**src/rtl/mbx_pkg.sv**
```systemverilog
package mbx_pkg;
    localparam int LINE_W    = 64;
    localparam int RDATA_W   = 32;
    localparam int DEV_LSB   = 32;
    localparam int DEV_W     = 16;
    localparam int ERR_BIT   = 62;
    localparam int DONE_BIT  = 63;
    localparam logic [31:0] CMD_READ = 32'h0000_0001;

    typedef enum logic [1:0] {
        BUS_NONE      = 2'd0,
        BUS_LOCK_RD   = 2'd1,
        BUS_UNLOCK_WR = 2'd2
    } bus_cmd_e;

    typedef enum logic [1:0] {
        CAUSE_NONE    = 2'd0,
        CAUSE_RD_ERR  = 2'd1,
        CAUSE_TIMEOUT = 2'd2
    } err_cause_e;

    typedef enum logic [2:0] {
        ST_IDLE,
        ST_ISSUE_LOCK_READ,
        ST_WAIT_READ_DATA,
        ST_MERGE,
        ST_ISSUE_UNLOCK_WRITE,
        ST_WAIT_WRITE_ACK,
        ST_DONE
    } mbx_state_e;
endpackage

```
**src/rtl/mbx_seq_fsm.sv**
```systemverilog
module mbx_seq_fsm
    import mbx_pkg::*;
#(
    parameter int TMO_W = 16
) (
    input  logic              clk,
    input  logic              rst_n,
    input  logic              sts_valid,
    input  logic              bus_gnt,
    input  logic              bus_rd_valid,
    input  logic              bus_rd_err,
    input  logic              bus_wr_ack,
    input  logic [TMO_W-1:0]  cfg_timeout,
    output logic              sts_ready,
    output logic              accept,
    output logic              req_valid,
    output bus_cmd_e          req_cmd,
    output logic              line_load,
    output logic              merge_en,
    output logic              err_event,
    output err_cause_e        err_cause
);
    mbx_state_e       state_q, state_d;
    logic [TMO_W-1:0] tmo_q;
    logic             tmo_hit;

    assign tmo_hit = (tmo_q >= cfg_timeout);

    // state register and wait counter
    always_ff @(posedge clk) begin
        if (!rst_n) begin
            state_q <= ST_IDLE;
            tmo_q   <= '0;
        end else begin
            state_q <= state_d;
            tmo_q   <= (state_q == ST_WAIT_READ_DATA) ? tmo_q + 1'b1 : '0;
        end
    end

    // transitions
    always_comb begin
        state_d = state_q;
        unique case (state_q)
            ST_IDLE:               if (sts_valid) state_d = ST_ISSUE_LOCK_READ;
            ST_ISSUE_LOCK_READ:    if (bus_gnt) state_d = ST_WAIT_READ_DATA;
            ST_WAIT_READ_DATA: begin
                if (bus_rd_valid)  state_d = bus_rd_err ? ST_DONE : ST_MERGE;
                else if (tmo_hit)  state_d = ST_DONE;
            end
            ST_MERGE:              state_d = ST_ISSUE_UNLOCK_WRITE;
            ST_ISSUE_UNLOCK_WRITE: if (bus_gnt) state_d = ST_WAIT_WRITE_ACK;
            ST_WAIT_WRITE_ACK:     if (bus_wr_ack) state_d = ST_DONE;
            ST_DONE:               state_d = ST_IDLE;
            default:               state_d = ST_IDLE;
        endcase
    end

    // outputs
    always_comb begin
        sts_ready = 1'b0;
        accept    = 1'b0;
        req_valid = 1'b0;
        req_cmd   = BUS_NONE;
        line_load = 1'b0;
        merge_en  = 1'b0;
        err_event = 1'b0;
        err_cause = CAUSE_NONE;
        unique case (state_q)
            ST_IDLE: begin
                sts_ready = 1'b1;
                accept    = sts_valid;
            end
            ST_ISSUE_LOCK_READ: begin
                req_valid = 1'b1;
                req_cmd   = BUS_LOCK_RD;
            end
            ST_WAIT_READ_DATA: begin
                if (bus_rd_valid && !bus_rd_err) begin
                    line_load = 1'b1;
                end else if (bus_rd_valid) begin
                    err_event = 1'b1;
                    err_cause = CAUSE_RD_ERR;
                end else if (tmo_hit) begin
                    err_event = 1'b1;
                    err_cause = CAUSE_TIMEOUT;
                end
            end
            ST_MERGE: merge_en = 1'b1;
            ST_ISSUE_UNLOCK_WRITE: begin
                req_valid = 1'b1;
                req_cmd   = BUS_UNLOCK_WR;
            end
            ST_WAIT_WRITE_ACK, ST_DONE: ;
            default: ;
        endcase
    end
endmodule

```
**src/rtl/mbx_merge_dp.sv**
```systemverilog
module mbx_merge_dp
    import mbx_pkg::*;
#(
    parameter int ADDR_W    = 32,
    parameter int NUM_NODES = 16,
    parameter int HIGH_NODE = 8,
    parameter int NODE_W    = 4
) (
    input  logic                 clk,
    input  logic                 rst_n,
    input  logic                 cmd_fire,
    input  logic [31:0]          cmd_word,
    input  logic [ADDR_W-1:0]    cmd_mbx_addr,
    input  logic                 accept,
    input  logic [RDATA_W-1:0]   sts_data,
    input  logic [DEV_W-1:0]     sts_dev,
    input  logic                 sts_err,
    input  logic                 line_load,
    input  logic [LINE_W-1:0]    rd_data,
    input  logic                 merge_en,
    input  logic                 req_valid,
    input  bus_cmd_e             req_cmd,
    input  logic [NODE_W-1:0]    cfg_node,
    output logic [ADDR_W-1:0]    bus_addr,
    output logic [LINE_W-1:0]    bus_wdata,
    output logic [NUM_NODES:0]   req_line
);
    logic                pend_read_q, cur_read_q;
    logic [ADDR_W-1:0]   pend_addr_q, cur_addr_q;
    logic [RDATA_W-1:0]  pk_data_q;
    logic [DEV_W-1:0]    pk_dev_q;
    logic                pk_err_q;
    logic [LINE_W-1:0]   line_q, wdata_q, merged;
    logic                use_high;

    always_ff @(posedge clk) begin
        if (!rst_n) begin
            pend_read_q <= 1'b0;
            pend_addr_q <= '0;
            cur_read_q  <= 1'b0;
            cur_addr_q  <= '0;
            pk_data_q   <= '0;
            pk_dev_q    <= '0;
            pk_err_q    <= 1'b0;
            line_q      <= '0;
            wdata_q     <= '0;
        end else begin
            if (cmd_fire) begin
                pend_read_q <= (cmd_word == CMD_READ);
                pend_addr_q <= cmd_mbx_addr;
            end
            if (accept) begin
                cur_read_q <= pend_read_q;
                cur_addr_q <= pend_addr_q;
                pk_data_q  <= sts_data;
                pk_dev_q   <= sts_dev;
                pk_err_q   <= sts_err;
            end
            if (line_load) line_q  <= rd_data;
            if (merge_en)  wdata_q <= merged;
        end
    end

    always_comb begin
        merged = line_q;
        if (cur_read_q) merged[RDATA_W-1:0] = pk_data_q;
        merged[DEV_LSB +: DEV_W] = pk_dev_q;
        merged[ERR_BIT]          = pk_err_q;
        merged[DONE_BIT]         = 1'b1;
    end

    assign bus_addr  = cur_addr_q;
    assign bus_wdata = wdata_q;
    assign use_high  = (req_cmd == BUS_UNLOCK_WR) && (cfg_node == NODE_W'(HIGH_NODE));

    for (genvar g = 0; g < NUM_NODES; g++) begin : g_line
        assign req_line[g] = req_valid && !use_high && (cfg_node == NODE_W'(g));
    end
    assign req_line[NUM_NODES] = req_valid && use_high;
endmodule

```
**src/rtl/mbx_err_log.sv**
```systemverilog
module mbx_err_log
    import mbx_pkg::*;
#(
    parameter int ADDR_W = 32
) (
    input  logic              clk,
    input  logic              rst_n,
    input  logic              err_event,
    input  err_cause_e        err_cause,
    input  logic [ADDR_W-1:0] err_addr,
    input  logic              err_clr,
    output logic              log_valid,
    output logic [1:0]        log_cause,
    output logic [ADDR_W-1:0] log_addr,
    output logic              irq
);
    always_ff @(posedge clk) begin
        if (!rst_n) begin
            log_valid <= 1'b0;
            log_cause <= '0;
            log_addr  <= '0;
            irq       <= 1'b0;
        end else begin
            irq <= err_event;
            if (err_event && (!log_valid || err_clr)) begin
                log_valid <= 1'b1;
                log_cause <= err_cause;
                log_addr  <= err_addr;
            end else if (err_clr) begin
                log_valid <= 1'b0;
            end
        end
    end
endmodule

```
**src/rtl/mbx_status_merge.sv**
```systemverilog
module mbx_status_merge
    import mbx_pkg::*;
#(
    parameter int ADDR_W    = 32,
    parameter int NUM_NODES = 16,
    parameter int HIGH_NODE = 8,
    parameter int TMO_W     = 16,
    localparam int NODE_W   = $clog2(NUM_NODES)
) (
    input  logic                 clk,
    input  logic                 rst_n,
    input  logic [NODE_W-1:0]    cfg_node,
    input  logic [TMO_W-1:0]     cfg_timeout,
    input  logic                 cmd_fire,
    input  logic [31:0]          cmd_word,
    input  logic [ADDR_W-1:0]    cmd_mbx_addr,
    input  logic                 sts_valid,
    output logic                 sts_ready,
    input  logic [31:0]          sts_data,
    input  logic [15:0]          sts_dev,
    input  logic                 sts_err,
    output logic                 bus_req_valid,
    output logic [1:0]           bus_req_cmd,
    output logic [NUM_NODES:0]   bus_req_line,
    output logic [ADDR_W-1:0]    bus_addr,
    output logic [63:0]          bus_wdata,
    input  logic                 bus_gnt,
    input  logic                 bus_rd_valid,
    input  logic [63:0]          bus_rd_data,
    input  logic                 bus_rd_err,
    input  logic                 bus_wr_ack,
    input  logic                 err_clr,
    output logic                 err_log_valid,
    output logic [1:0]           err_log_cause,
    output logic [ADDR_W-1:0]    err_log_addr,
    output logic                 err_irq
);
    logic       accept, line_load, merge_en, err_event;
    bus_cmd_e   req_cmd;
    err_cause_e err_cause;

    mbx_seq_fsm #(.TMO_W(TMO_W)) i_fsm (
        .clk(clk), .rst_n(rst_n), .sts_valid(sts_valid), .bus_gnt(bus_gnt),
        .bus_rd_valid(bus_rd_valid), .bus_rd_err(bus_rd_err), .bus_wr_ack(bus_wr_ack),
        .cfg_timeout(cfg_timeout), .sts_ready(sts_ready), .accept(accept),
        .req_valid(bus_req_valid), .req_cmd(req_cmd), .line_load(line_load),
        .merge_en(merge_en), .err_event(err_event), .err_cause(err_cause)
    );

    mbx_merge_dp #(.ADDR_W(ADDR_W), .NUM_NODES(NUM_NODES), .HIGH_NODE(HIGH_NODE),
                   .NODE_W(NODE_W)) i_dp (
        .clk(clk), .rst_n(rst_n), .cmd_fire(cmd_fire), .cmd_word(cmd_word),
        .cmd_mbx_addr(cmd_mbx_addr), .accept(accept), .sts_data(sts_data),
        .sts_dev(sts_dev), .sts_err(sts_err), .line_load(line_load),
        .rd_data(bus_rd_data), .merge_en(merge_en), .req_valid(bus_req_valid),
        .req_cmd(req_cmd), .cfg_node(cfg_node), .bus_addr(bus_addr),
        .bus_wdata(bus_wdata), .req_line(bus_req_line)
    );

    mbx_err_log #(.ADDR_W(ADDR_W)) i_log (
        .clk(clk), .rst_n(rst_n), .err_event(err_event), .err_cause(err_cause),
        .err_addr(bus_addr), .err_clr(err_clr), .log_valid(err_log_valid),
        .log_cause(err_log_cause), .log_addr(err_log_addr), .irq(err_irq)
    );

    assign bus_req_cmd = req_cmd;
endmodule

```
**config.mk**
```make
export PLATFORM = sky130hd
export DESIGN_NAME = mbx_status_merge
export DESIGN_NICKNAME = d
export VERILOG_FILES = /design/src/rtl/mbx_pkg.sv /design/src/rtl/mbx_seq_fsm.sv /design/src/rtl/mbx_merge_dp.sv /design/src/rtl/mbx_err_log.sv /design/src/rtl/mbx_status_merge.sv
export SDC_FILE = /design/constraint.sdc
export NUM_CORES = 1
export LEC_CHECK = 0
export CAP_MARGIN = 20
export CORE_UTILIZATION = 42
export CTS_CLUSTER_SIZE = 28
export DETAILED_ROUTE_END_ITERATION = 6
export HOLD_SLACK_MARGIN = 0.15
export PLACE_DENSITY = 0.85
export SETUP_SLACK_MARGIN = 0.3
export SYNTH_ARGS = -nofsm -noshare
export SYNTH_HDL_FRONTEND = slang
export SYNTH_SLANG_ARGS = --single-unit
```
**constraint.sdc**
```tcl
create_clock -name clk -period 2.35 [get_ports clk]
set_clock_uncertainty 0.2 [all_clocks]
set_input_delay 0.3525 -clock clk [delete_from_list [all_inputs] [get_ports clk]]
set_output_delay 0.3525 -clock clk [all_outputs]
set_load 0.005 [all_outputs]
```
==> impl_metrics.json <==
{
  "outcome": "complete, but fails checks",
  "violations": "setup timing",
  "cap_violations": 0,
  "drt_first_pass_iters": 6,
  "p_per_area_nw_per_um2": 804.6,
  "cts.path.max_buffers": 3,
  "cts_buffers": 29,
  "synthesis.nets": 1520,
  "dieWidth_um": 163.4,
  "arrival_ns": 2.22,
  "rsz0062_at_grt": "yes",
  "async_flop_share_pct": 0,
  "synth_largest_area_cell": "dfxtp_1",
  "io_buffers": 340,
  "syn-cell-area_um2": 10950,
  "antenna_found_initial": 3,
  "synth_top_family_by_area": "simple AND/OR/NAND/NOR gates",
  "synth.area.mux_share_pct": 8.871,
  "setup_ws_ns": -0.4268,
  "crit_type": "flip-flop to output port",
  "cts.sinks": 280,
  "drc": 0,
  "tightest_slew_ns": 0.9992,
  "rows": 58,
  "worstSetupEndpointType": "output port",
  "dpl_worst_slack_ns": -0.7683,
  "grt_util_all_layers_pct": 27.76,
  "post-route-min-period_ns": 2.777,
  "finalCritPeriodShare_pct": 118.2,
  "dp_hpwl_um": 23330,
  "fin_setup_tns_ns": -15.15,
  "synthAdderAreaFrac_pct": 1.943,
  "cp.required_ns": 1.80,
  "initial_core_util_pct": 43.09,
  "yosysMostFrequentCell": "nand2_1",
  "power_leakage_uw": 0.007378,
  "max_clock_freq_mhz": 360.1,
  "ys_warn_count": 0,
  "h-tree-depth": 1,
  "netlist_instances": 1297,
  "cp_max_fo": 3,
  "slew_headroom_pct": 33.28,
  "grt_overflow": 0,
  "gp_congestion": 0.8765,
  "cts-root-buf": "clkbuf_16",
  "vias_per_cell": 5.709,
  "grt_pass1_vias": 10986,
  "dpl_cell_area_um2": 15030,
  "first_iter_violations": 1084,
  "wl_per_cell_um": 23.59,
  "dieHeight_um": 163.4,
  "synth-simple-area-share_pct": 20.91,
  "synth_xor_area_share_pct": 1.040,
  "setup_viol": 54,
  "ys_seq_elements": 280,
  "routed_wl_um": 50160,
  "cp-start-kind": "flip-flop",
  "synth_cell_types": 48,
  "seq_area_frac_synth_pct": 51.21,
  "cts_tree": "built",
  "postSynthAreaPerCell_um2": 8.439,
  "fin_area_um2": 19310,
  "yosys.area.top_type_share_pct": 51.21,
  "synth_compound_area_share_pct": 10.99,
  "core-area_um2": 25400,
  "pin_count": 359,
  "syn2layout_area_growth_pct": 76.41,
  "grt_pass1_wl_um": 57990,
  "report.final.slew_viol_count": 0,
  "nets": 1999,
  "clk_latency_ns": 0.56,
  "clk_pin_slew_ns": 0.06,
  "synth_area_leaders": "dfxtp_1 51%, nand2_1 14%, mux2i_1 8.9%, a21oi_1 7.9%, nor2_1 3.4%",
  "ant_nets": 0,
  "vdd_ir_drop_max_v": 0.0008108,
  "synth_top_flop_cell": "dfxtp_1",
  "hold_class": "input port to flip-flop",
  "grt_max_degree": 57,
  "ys_top_cells_by_count": "400 x nand2_1, 280 x dfxtp_1, 172 x a21oi_1",
  "drive_above_1_share_pct": 28.87,
  "die-area_um2": 26710,
  "final-hold-violation-count": 0,
  "num_vias": 12137,
  "synth_edf_count": 0
}
area by class of cell:
| type | count | area (µm²) |
|---|---|---|
| clock inverter | 7 | 76.32 |
| tap | 330 | 412.9 |
| antenna | 2 | 5.005 |
| multi-input combinational | 911 | 6387 |
| sequential | 280 | 5632 |
| timing repair buffer | 533 | 5884 |
| inverter | 21 | 96.34 |
| fill | 1447 | 6091 |
| clock buffer | 42 | 814.5 |
cells by family after synthesis:
kind of cell | count (synthesis)
AOI/OAI and AO/OA | 218
and+or+nand+nor | 562
DFF | 280
xor gates and xnor gates | 13
adders and majority gates | 17
buffers and inverters | 110
muxes | 97
path summary, 6_finish.rpt:
path                                 startpoint                               to  slack (ns)  cells past startpoint
setup / recovery  i_fsm.state_q[0]$_SDFFE_PN0P_                  bus_req_line[2]       -0.43                      7
hold / removal                  bus_rd_data[53]     i_dp.line_q[53]$_SDFFE_PN0P_        0.16                      3
setup reg to reg     i_fsm.tmo_q[11]$_SDFF_PN0_   i_log.log_addr[8]$_SDFFE_PN0P_       -0.34                      9
hold reg to reg    i_dp.line_q[54]$_SDFFE_PN0P_  i_dp.bus_wdata[54]$_SDFFE_PN0P_        0.25                      2
stage by stage:
step	utilization, %	hold WS [ns]	total power (µW)	std cells
6_report	76.02	0.1565	15540	2126
5_1_grt	76.02	0.1564	15960	2126
4_1_cts	68.01	0.1512	12900	2052
3_5_place_dp	59.17	0.2419	7801	1937
3_3_place_gp	59.17	0.2350	7724	1937
2_1_floorplan	-	0.2020	6500	1297
layout by cell type (no fill, tap or decap), types with 11 or more instances in the layout:
cell type	netlist	final
a211oi_1	33	26
a21oi_1	172	98
a21oi_2	0	71
buf_12	3	27
buf_2	16	15
buf_4	0	62
buf_6	1	47
clkbuf_16	0	50
clkdlybuf4s50_1	0	306
dfxtp_1	280	263
dfxtp_2	0	15
dlygate4sd3_1	2	31
inv_1	19	12
mux2i_1	97	96
nand2_1	400	280
nand2_2	0	34
nand2_4	0	83
nor2_1	100	83
nor2_4	0	11
worst max-delay path: stages (launching register included):
cell,delay [ns]
dfxtp_4,0.37
xnor2_4,0.14
nor2_4,0.17
nand3b_1,0.25
buf_6,0.24
nor3_4,0.22
buf_6,0.17
buf_6,0.09
sequential cells by signal, summed over array words and instances (netlist names), 16 cells and up:
signal and count:
i_dp.bus_addr 32, i_dp.bus_wdata 64, i_dp.line_q 46, i_dp.pend_addr_q 32, i_dp.pk_data_q 32, i_dp.pk_dev_q 16
i_fsm.tmo_q 16, i_log.log_addr 32
timing repair:
| action | CTS | global route |
|---|---|---|
| hold buffers | 31 | 0 |
| buffers inserted | 32 | 36 |
| setup endpoints to repair | 64 | 254 |
| cloned | 3 | 36 |
| gates resized for setup | 301 | 251 |
| pin swaps | 150 | 102 |
| hold endpoints to repair | 34 | 0 |
power breakdown:
| group | switching [µW] | internal, µW | leakage, µW |
|---|---|---|---|
| registers | 306 | 5100 | 0.00228 |
| clock network | 1930 | 2500 | 0.000428 |
| logic | 2830 | 2870 | 0.00467 |
| total | 5070 | 10500 | 0.00738 |
per-layer routing:
layer / up-vias / routed length, µm / GRT usage [%]
li1: 5269 / - / -
met1: 5777 / 17010 / 29.47
met2: 810 / 24490 / 49.94
met3: 279 / 4862 / 6.450
met4: 2 / 3783 / 16.19
met5: - / 13 / 0
Note: power is estimated with default switching activity, not from simulation.
